--- src/rtl/sfhdr_pkg.sv ---
package sfhdr_pkg;
  localparam int MAX_FRAMES = 8;
  localparam int HDR_BYTES = 16;

  typedef enum logic [2:0] {
    ST_FILL, ST_DECIDE, ST_PARSE, ST_CHECK, ST_HDR, ST_DATA, ST_DONE
  } state_t;

  // strobes from control to datapath
  typedef struct packed {
    logic wrByte;
    logic clrUnit;
    logic setSingle;
    logic ldIndex;
    logic accSize;
    logic rdAdv;
    logic rdRst;
  } strobe_t;
endpackage

--- src/rtl/sfhdr_dpath.sv ---
module sfhdr_dpath import sfhdr_pkg::*; #(
  parameter int DEPTH = 64,
  parameter int OUT_CAP = 128,
  parameter logic [31:0] TAG = 32'h414D4C56,
  localparam int LENW = $clog2(OUT_CAP + 1)
) (
  input  logic            clk,
  input  logic            rstN,
  input  strobe_t         stb,
  input  logic [2:0]      frmIdx,
  input  logic [1:0]      magIdx,
  input  logic [3:0]      hdrIdx,
  input  logic            inHdr,
  input  logic [7:0]      inData,
  output logic [7:0]      outByte,
  output logic            indexOk,
  output logic            tooLong,
  output logic            overCap,
  output logic [2:0]      magW,
  output logic [3:0]      frames,
  output logic [31:0]     curSize,
  output logic [LENW-1:0] totalLen
);
  localparam int AW = $clog2(DEPTH);
  localparam int CW = $clog2(DEPTH + 2);
  localparam int TW = 36;

  logic [7:0]    mem [DEPTH];
  logic [CW-1:0] wrCnt;
  logic [7:0]    lastByte;
  logic [31:0]   rdPtr;
  logic [31:0]   fsz [MAX_FRAMES];
  logic [TW-1:0] total;

  // marker decode and echo check
  logic        isMark;
  logic [3:0]  nFr;
  logic [5:0]  idxBytes;
  logic [31:0] idxStart;
  logic [7:0]  echo, rdByte, hdrByte;
  logic [31:0] sh, word;

  assign isMark   = (lastByte[7:5] == 3'b110);
  assign nFr      = {1'b0, lastByte[2:0]} + 4'd1;
  assign magW     = {1'b0, lastByte[4:3]} + 3'd1;
  assign idxBytes = 6'(magW) * 6'(nFr) + 6'd2;
  assign idxStart = 32'(wrCnt) - 32'(idxBytes);
  assign tooLong  = 32'(wrCnt) > 32'(DEPTH);
  assign echo     = (idxStart < 32'(DEPTH)) ? mem[idxStart[AW-1:0]] : 8'h00;
  assign indexOk  = isMark && !tooLong && (32'(wrCnt) >= 32'(idxBytes)) && (echo == lastByte);
  assign rdByte   = (rdPtr < 32'(DEPTH)) ? mem[rdPtr[AW-1:0]] : 8'h00;
  assign sh       = 32'(rdByte) << {magIdx, 3'b000};
  assign curSize  = fsz[frmIdx];
  assign overCap  = total >= TW'(OUT_CAP);
  assign totalLen = LENW'(total);
  assign word     = curSize + 32'd4;

  always_comb begin
    unique case (hdrIdx[3:2])
      2'd0: hdrByte = word[{~hdrIdx[1:0], 3'b000} +: 8];
      2'd1: hdrByte = ~word[{~hdrIdx[1:0], 3'b000} +: 8];
      2'd2: hdrByte = (hdrIdx[1:0] == 2'd3) ? 8'h01 : 8'h00;
      default: hdrByte = TAG[{~hdrIdx[1:0], 3'b000} +: 8];
    endcase
  end
  assign outByte = inHdr ? hdrByte : rdByte;

  always_ff @(posedge clk) begin
    if (stb.wrByte && wrCnt < CW'(DEPTH)) mem[wrCnt[AW-1:0]] <= inData;
  end

  always_ff @(posedge clk or negedge rstN) begin
    if (!rstN) begin
      wrCnt <= '0; lastByte <= '0; rdPtr <= '0; total <= '0; frames <= '0;
      for (int i = 0; i < MAX_FRAMES; i++) fsz[i] <= '0;
    end else begin
      if (stb.clrUnit) begin
        wrCnt <= '0; total <= '0; frames <= '0;
        for (int i = 0; i < MAX_FRAMES; i++) fsz[i] <= '0;
      end
      if (stb.wrByte) begin
        lastByte <= inData;
        if (wrCnt <= CW'(DEPTH)) wrCnt <= wrCnt + 1'b1;
      end
      if (stb.setSingle) begin
        fsz[0] <= 32'(wrCnt);
        total  <= TW'(wrCnt) + TW'(HDR_BYTES);
        frames <= 4'd1;
      end
      if (stb.ldIndex) begin
        rdPtr  <= idxStart + 32'd1;
        total  <= TW'({nFr, 4'b0000});
        frames <= nFr;
      end
      if (stb.accSize) begin
        fsz[frmIdx] <= fsz[frmIdx] | sh;
        total       <= total + TW'(sh);
      end
      if (stb.rdRst) rdPtr <= '0;
      else if (stb.rdAdv) rdPtr <= rdPtr + 32'd1;
    end
  end
endmodule

--- src/rtl/sfhdr_ctrl.sv ---
module sfhdr_ctrl import sfhdr_pkg::*; (
  input  logic        clk,
  input  logic        rstN,
  input  logic        inValid,
  input  logic        inLast,
  input  logic        outReady,
  input  logic        indexOk,
  input  logic        tooLong,
  input  logic        overCap,
  input  logic [2:0]  magW,
  input  logic [3:0]  frames,
  input  logic [31:0] curSize,
  output strobe_t     stb,
  output logic [2:0]  frmIdx,
  output logic [1:0]  magIdx,
  output logic [3:0]  hdrIdx,
  output logic        inHdr,
  output logic        inReady,
  output logic        outValid,
  output logic        outLast,
  output logic        doneValid,
  output logic        rejected
);
  state_t      state;
  logic [31:0] dataCnt;
  logic        lastFrame, hdrEnd, dataEnd, fire;

  assign inReady   = (state == ST_FILL);
  assign inHdr     = (state == ST_HDR);
  assign outValid  = (state == ST_HDR) || (state == ST_DATA);
  assign doneValid = (state == ST_DONE);
  assign lastFrame = ({1'b0, frmIdx} == frames - 4'd1);
  assign hdrEnd    = (hdrIdx == 4'd15);
  assign dataEnd   = (dataCnt == curSize - 32'd1);
  assign fire      = outValid && outReady;
  assign outLast   = lastFrame && ((inHdr && hdrEnd && curSize == 32'd0) ||
                                   (state == ST_DATA && dataEnd));

  always_comb begin
    stb           = '0;
    stb.wrByte    = (state == ST_FILL) && inValid;
    stb.clrUnit   = (state == ST_DONE);
    stb.setSingle = (state == ST_DECIDE) && !tooLong && !indexOk;
    stb.ldIndex   = (state == ST_DECIDE) && !tooLong && indexOk;
    stb.accSize   = (state == ST_PARSE);
    stb.rdAdv     = (state == ST_PARSE) || ((state == ST_DATA) && fire);
    stb.rdRst     = (state == ST_CHECK);
  end

  always_ff @(posedge clk or negedge rstN) begin
    if (!rstN) begin
      state <= ST_FILL; frmIdx <= '0; magIdx <= '0; hdrIdx <= '0;
      dataCnt <= '0; rejected <= 1'b0;
    end else begin
      unique case (state)
        ST_FILL: if (inValid && inLast) state <= ST_DECIDE;
        ST_DECIDE: begin
          frmIdx <= '0; magIdx <= '0;
          if (tooLong) begin rejected <= 1'b1; state <= ST_DONE; end
          else if (indexOk) state <= ST_PARSE;
          else state <= ST_CHECK;
        end
        ST_PARSE: begin
          if ({1'b0, magIdx} == magW - 3'd1) begin
            magIdx <= '0;
            if (lastFrame) begin frmIdx <= '0; state <= ST_CHECK; end
            else frmIdx <= frmIdx + 3'd1;
          end else magIdx <= magIdx + 2'd1;
        end
        ST_CHECK: begin
          frmIdx <= '0; hdrIdx <= '0; dataCnt <= '0;
          if (overCap) begin rejected <= 1'b1; state <= ST_DONE; end
          else state <= ST_HDR;
        end
        ST_HDR: if (fire) begin
          if (hdrEnd) begin
            hdrIdx <= '0;
            if (curSize != 32'd0) begin dataCnt <= '0; state <= ST_DATA; end
            else if (lastFrame) state <= ST_DONE;
            else frmIdx <= frmIdx + 3'd1;
          end else hdrIdx <= hdrIdx + 4'd1;
        end
        ST_DATA: if (fire) begin
          if (dataEnd) begin
            if (lastFrame) state <= ST_DONE;
            else begin frmIdx <= frmIdx + 3'd1; state <= ST_HDR; end
          end else dataCnt <= dataCnt + 32'd1;
        end
        default: begin rejected <= 1'b0; state <= ST_FILL; end
      endcase
    end
  end
endmodule

--- src/rtl/sfhdr_inserter.sv ---
module sfhdr_inserter import sfhdr_pkg::*; #(
  parameter int DEPTH = 64,
  parameter int OUT_CAP = 128,
  parameter logic [31:0] TAG = 32'h414D4C56,
  localparam int LENW = $clog2(OUT_CAP + 1)
) (
  input  logic            clk,
  input  logic            rstN,
  input  logic            inValid,
  output logic            inReady,
  input  logic [7:0]      inData,
  input  logic            inLast,
  output logic            outValid,
  input  logic            outReady,
  output logic [7:0]      outData,
  output logic            outLast,
  output logic            doneValid,
  output logic [LENW-1:0] doneLen,
  output logic            oversize
);
  strobe_t         stb;
  logic [2:0]      frmIdx, magW;
  logic [1:0]      magIdx;
  logic [3:0]      hdrIdx, frames;
  logic            inHdr, indexOk, tooLong, overCap, rejected;
  logic [31:0]     curSize;
  logic [LENW-1:0] totalLen;

  sfhdr_ctrl u_ctrl (
    .clk, .rstN, .inValid, .inLast, .outReady, .indexOk, .tooLong, .overCap,
    .magW, .frames, .curSize, .stb, .frmIdx, .magIdx, .hdrIdx, .inHdr,
    .inReady, .outValid, .outLast, .doneValid, .rejected
  );

  sfhdr_dpath #(.DEPTH(DEPTH), .OUT_CAP(OUT_CAP), .TAG(TAG)) u_dpath (
    .clk, .rstN, .stb, .frmIdx, .magIdx, .hdrIdx, .inHdr, .inData,
    .outByte(outData), .indexOk, .tooLong, .overCap, .magW, .frames,
    .curSize, .totalLen
  );

  assign doneLen  = (doneValid && !rejected) ? totalLen : '0;
  assign oversize = doneValid && tooLong;
endmodule

--- config.mk ---
export PLATFORM = sky130hd
export DESIGN_NAME = sfhdr_inserter
export DESIGN_NICKNAME = d
export VERILOG_FILES = /design/src/rtl/sfhdr_pkg.sv /design/src/rtl/sfhdr_dpath.sv /design/src/rtl/sfhdr_ctrl.sv /design/src/rtl/sfhdr_inserter.sv
export SDC_FILE = /design/constraint.sdc
export NUM_CORES = 2
export LEC_CHECK = 0
export BUFFER_PORTS_ARGS = -buffer_cell sky130_fd_sc_hd__buf_4
export CAP_MARGIN = 10
export CORE_ASPECT_RATIO = 0.5
export CORE_MARGIN = 2
export CORE_UTILIZATION = 26
export DETAILED_ROUTE_END_ITERATION = 7
export HOLD_SLACK_MARGIN = 0.1
export PLACE_DENSITY = 0.43
export SLEW_MARGIN = 10
export SYNTH_ARGS = -nofsm -noshare
export SYNTH_HDL_FRONTEND = slang
export SYNTH_SLANG_ARGS = --single-unit
export TNS_END_PERCENT = 10
--- constraint.sdc ---
create_clock -name clk -period 13.75 [get_ports clk]
set_input_delay 1.375 -clock clk [delete_from_list [all_inputs] [get_ports clk]]
set_output_delay 1.375 -clock clk [all_outputs]
set_load 0.05 [all_outputs]
==> results.md <==
* Outcome: finished clean
* Boundary pin count at 34
* Root Buffer Master: clkbuf_16
* Hold Buf Count CTS at 0
* Tightest Hold Check Type: reg -> reg
* Total number of vias at 33500
* GR Util All Layers at between 15 and 20%
* Post-synthesis cell area at ~0.048 mm2
* Post-route DRC at 0
* Share of post-route cells with drive strength above 1 at between 10% and 20%
* Clock Path Buffers at 3
* Initial antenna violation count at 6
* Die height at ~310 um
* CTS buffer count at 95
* Max cap viols at 0
* Worst setup SP type: register
* CTS H-tree depth at 3
* Worst Tran Pin Value at roughly 1200 ps
* Post-layout minimum cycle time at around 9000 ps
* Final Setup Violations at 0
* CP Class: reg -> out
* Vias in the first global route at around 33000
* Slew margin rel. at roughly a fifth
* RSZ-0062 raised after global routing: false
* Syn Area/Cell at between 10 and 15 um2
* Final WL at 169000 um
* Post-synth top cells: 512 x edfxtp_1, 388 x dfrtp_1, 384 x nand2_1, 342 x mux4_2, 300 x nor2_1
* Ys flop type: edfxtp_1
* Worst Path Max Fanout at between 50 and 60
* Die width at between 600 and 700 um
* Die Area at around 0.19 mm2
* Final Max Tran Viols at 0
* Setup TNS at 0 ps
* Largest cells by area after synthesis: edfxtp_1 32%, dfrtp_1 20%, mux4_2 16%
* Skew final at about 61 ps
* CTS resizes at 0
* Top-count cell post-synth: edfxtp_1
* Asr flop ratio synth at a little over two fifths
* DP HPWL at approximately 110000 um
* WP data arrival at between 7000 and 8000 ps
* Synth cell types at 100
* Post-synth EDFFs at around 510
* Fin nets at about 3800
* Vias per cell at 5.41
* Sequential element share of the synthesized area at 52.6%
* Synth warn at 0
* Setup Buffers After CTS at 0
* Syn_nets at about 3800
* Area leader, netlist: edfxtp_1
* Port bufs at 33
* Clk Latency, worst-skew pair at 750 ps
* Routability congestion estimate from global placement at between 0.8 and 0.9
* DR WL/cell at ~27 um
* Final Cycle Share at between 60% and 70%
* Pre-antenna DRT Iters at 6
* Global-route wire length before repair at ~250000 um
* DRT iter0 DRCs at 3824
* Crit. End Element: primary output
* Area added between synthesis and finish at 13.1%
* Top cell type's share of synthesized area at 32.3%
* CTS tree: built
* Initial Util at about a quarter
* # rows at 111
* ANT nets after route at 0
* Clock transition at the registers of the reported paths at ~70 ps
* Grt total ovfl at 0
* Synth Instances at around 3700
* Core Footprint at around 0.18 mm2
* Hold violation count in the final report at 0
* Fmax at 112 MHz
* WP data required at ~12000 ps
* #FFs+latches synth at 900
* Clock sinks at 900
* Largest net degree at the start of global routing at about 120
==> cell families after synthesis <==
group,count (synthesis),synth area share (%)
XOR/XNOR,126,2.31
multiplexers,472,19.1
AO/OA/AOI/OAI,737,10.6
flip-flops,900,52.6
adder cells (fa/ha/maj),65,1.77
buffers and inverters,316,2.84
AND/OR/NAND/NOR,1102,10.8
==> layer usage <==
layer	share of wire, %	global-route usage (%)
met1	46	25.9
met2	45	27.9
met3	5.9	2.68
met4	2.6	4.88
met5	0.012	0
==> critical path: stages, from the launching register on <==
cell,delay (ps)
dfrtp_4,930
buf_4,740
clkinv_1,710
mux4_2,500
o21ai_0,400
nand4_1,430
or2_2,490
nor3_1,580
nand2_1,140
xnor2_1,220
mux4_2,530
nor2_1,110
mux2_2,350
o21ai_0,330
buf_4,280
==> stage by stage <==
stage	util, %	worst slack, ps	hold WS [ps]	cell area, um2	cells
final	29.5	4780	475	53900	6194
after global routing	29.5	4620	492	53900	6193
after CTS	29.5	4840	477	53900	6192
after detailed placement	27.8	5650	463	50700	6016
after global placement	27.8	5550	453	50700	6016
after floorplan	-	7430	437	47700	3718
==> layout by cell type (no fill, tap or decap), types with 35 or more instances in the layout <==
cell,Yosys,final
ha_1,61,60
nand2_1,384,382
nand3_1,85,85
nor2_1,300,295
a22o_1,106,106
dfrtp_1,388,382
xor2_1,43,41
nand2b_1,35,35
xnor2_1,83,81
nor3_1,58,57
edfxtp_1,512,512
a21oi_1,78,78
buf_4,9,100
clkbuf_16,0,95
inv_1,77,76
o21ai_0,252,245
mux4_2,342,342
mux2i_1,101,100
==> path summary, 6_finish.rpt <==
kind	from	to	slack [ps]	cells past startpoint
setup / recovery	u_ctrl.frmIdx[2]$_DFFE_PN0P_	outData[1]	4780	14
hold / removal	u_dpath.fsz[16]$_DFF_PN0_	u_dpath.fsz[16]$_DFF_PN0_	480	2
setup reg to reg	u_dpath.rdPtr[1]$_DFFE_PN0P_	u_dpath.total[35]$_DFFE_PN0P_	5780	21
hold reg to reg	u_dpath.fsz[16]$_DFF_PN0_	u_dpath.fsz[16]$_DFF_PN0_	480	2
max in group asynchronous	rstN	u_dpath.rdPtr[1]$_DFFE_PN0P_	10590	3
min in group asynchronous	rstN	u_dpath.total[33]$_DFFE_PN0P_	660	1
==> state kept, by name, summed over array words and instances (netlist names) <==
register          count
u_ctrl.state          3
u_ctrl.magIdx         2
u_ctrl.frmIdx         3
u_ctrl.hdrIdx         4
u_dpath.fsz         256
u_dpath.wrCnt         7
u_ctrl.rejected       1
u_dpath.lastByte      8
u_dpath.total        36
u_dpath.mem         512
u_dpath.frames        4
u_ctrl.dataCnt       32
u_dpath.rdPtr        32
==> area by class of cell <==
class | instances | area (um2)
Antenna cell | 1 | 2.50
Clock buffer | 119 | 2580
Clock inverter | 57 | 617
Fill cell | 18300 | 129000
Inverter | 82 | 308
Multi-Input combinational cell | 2502 | 21400
Sequential cell | 900 | 25100
Tap cell | 2429 | 3040
Timing Repair Buffer | 104 | 817
Power is left out: the tool's default activity adds up to more than one toggle a clock period on the data nets, which glitch-free logic cannot reach.
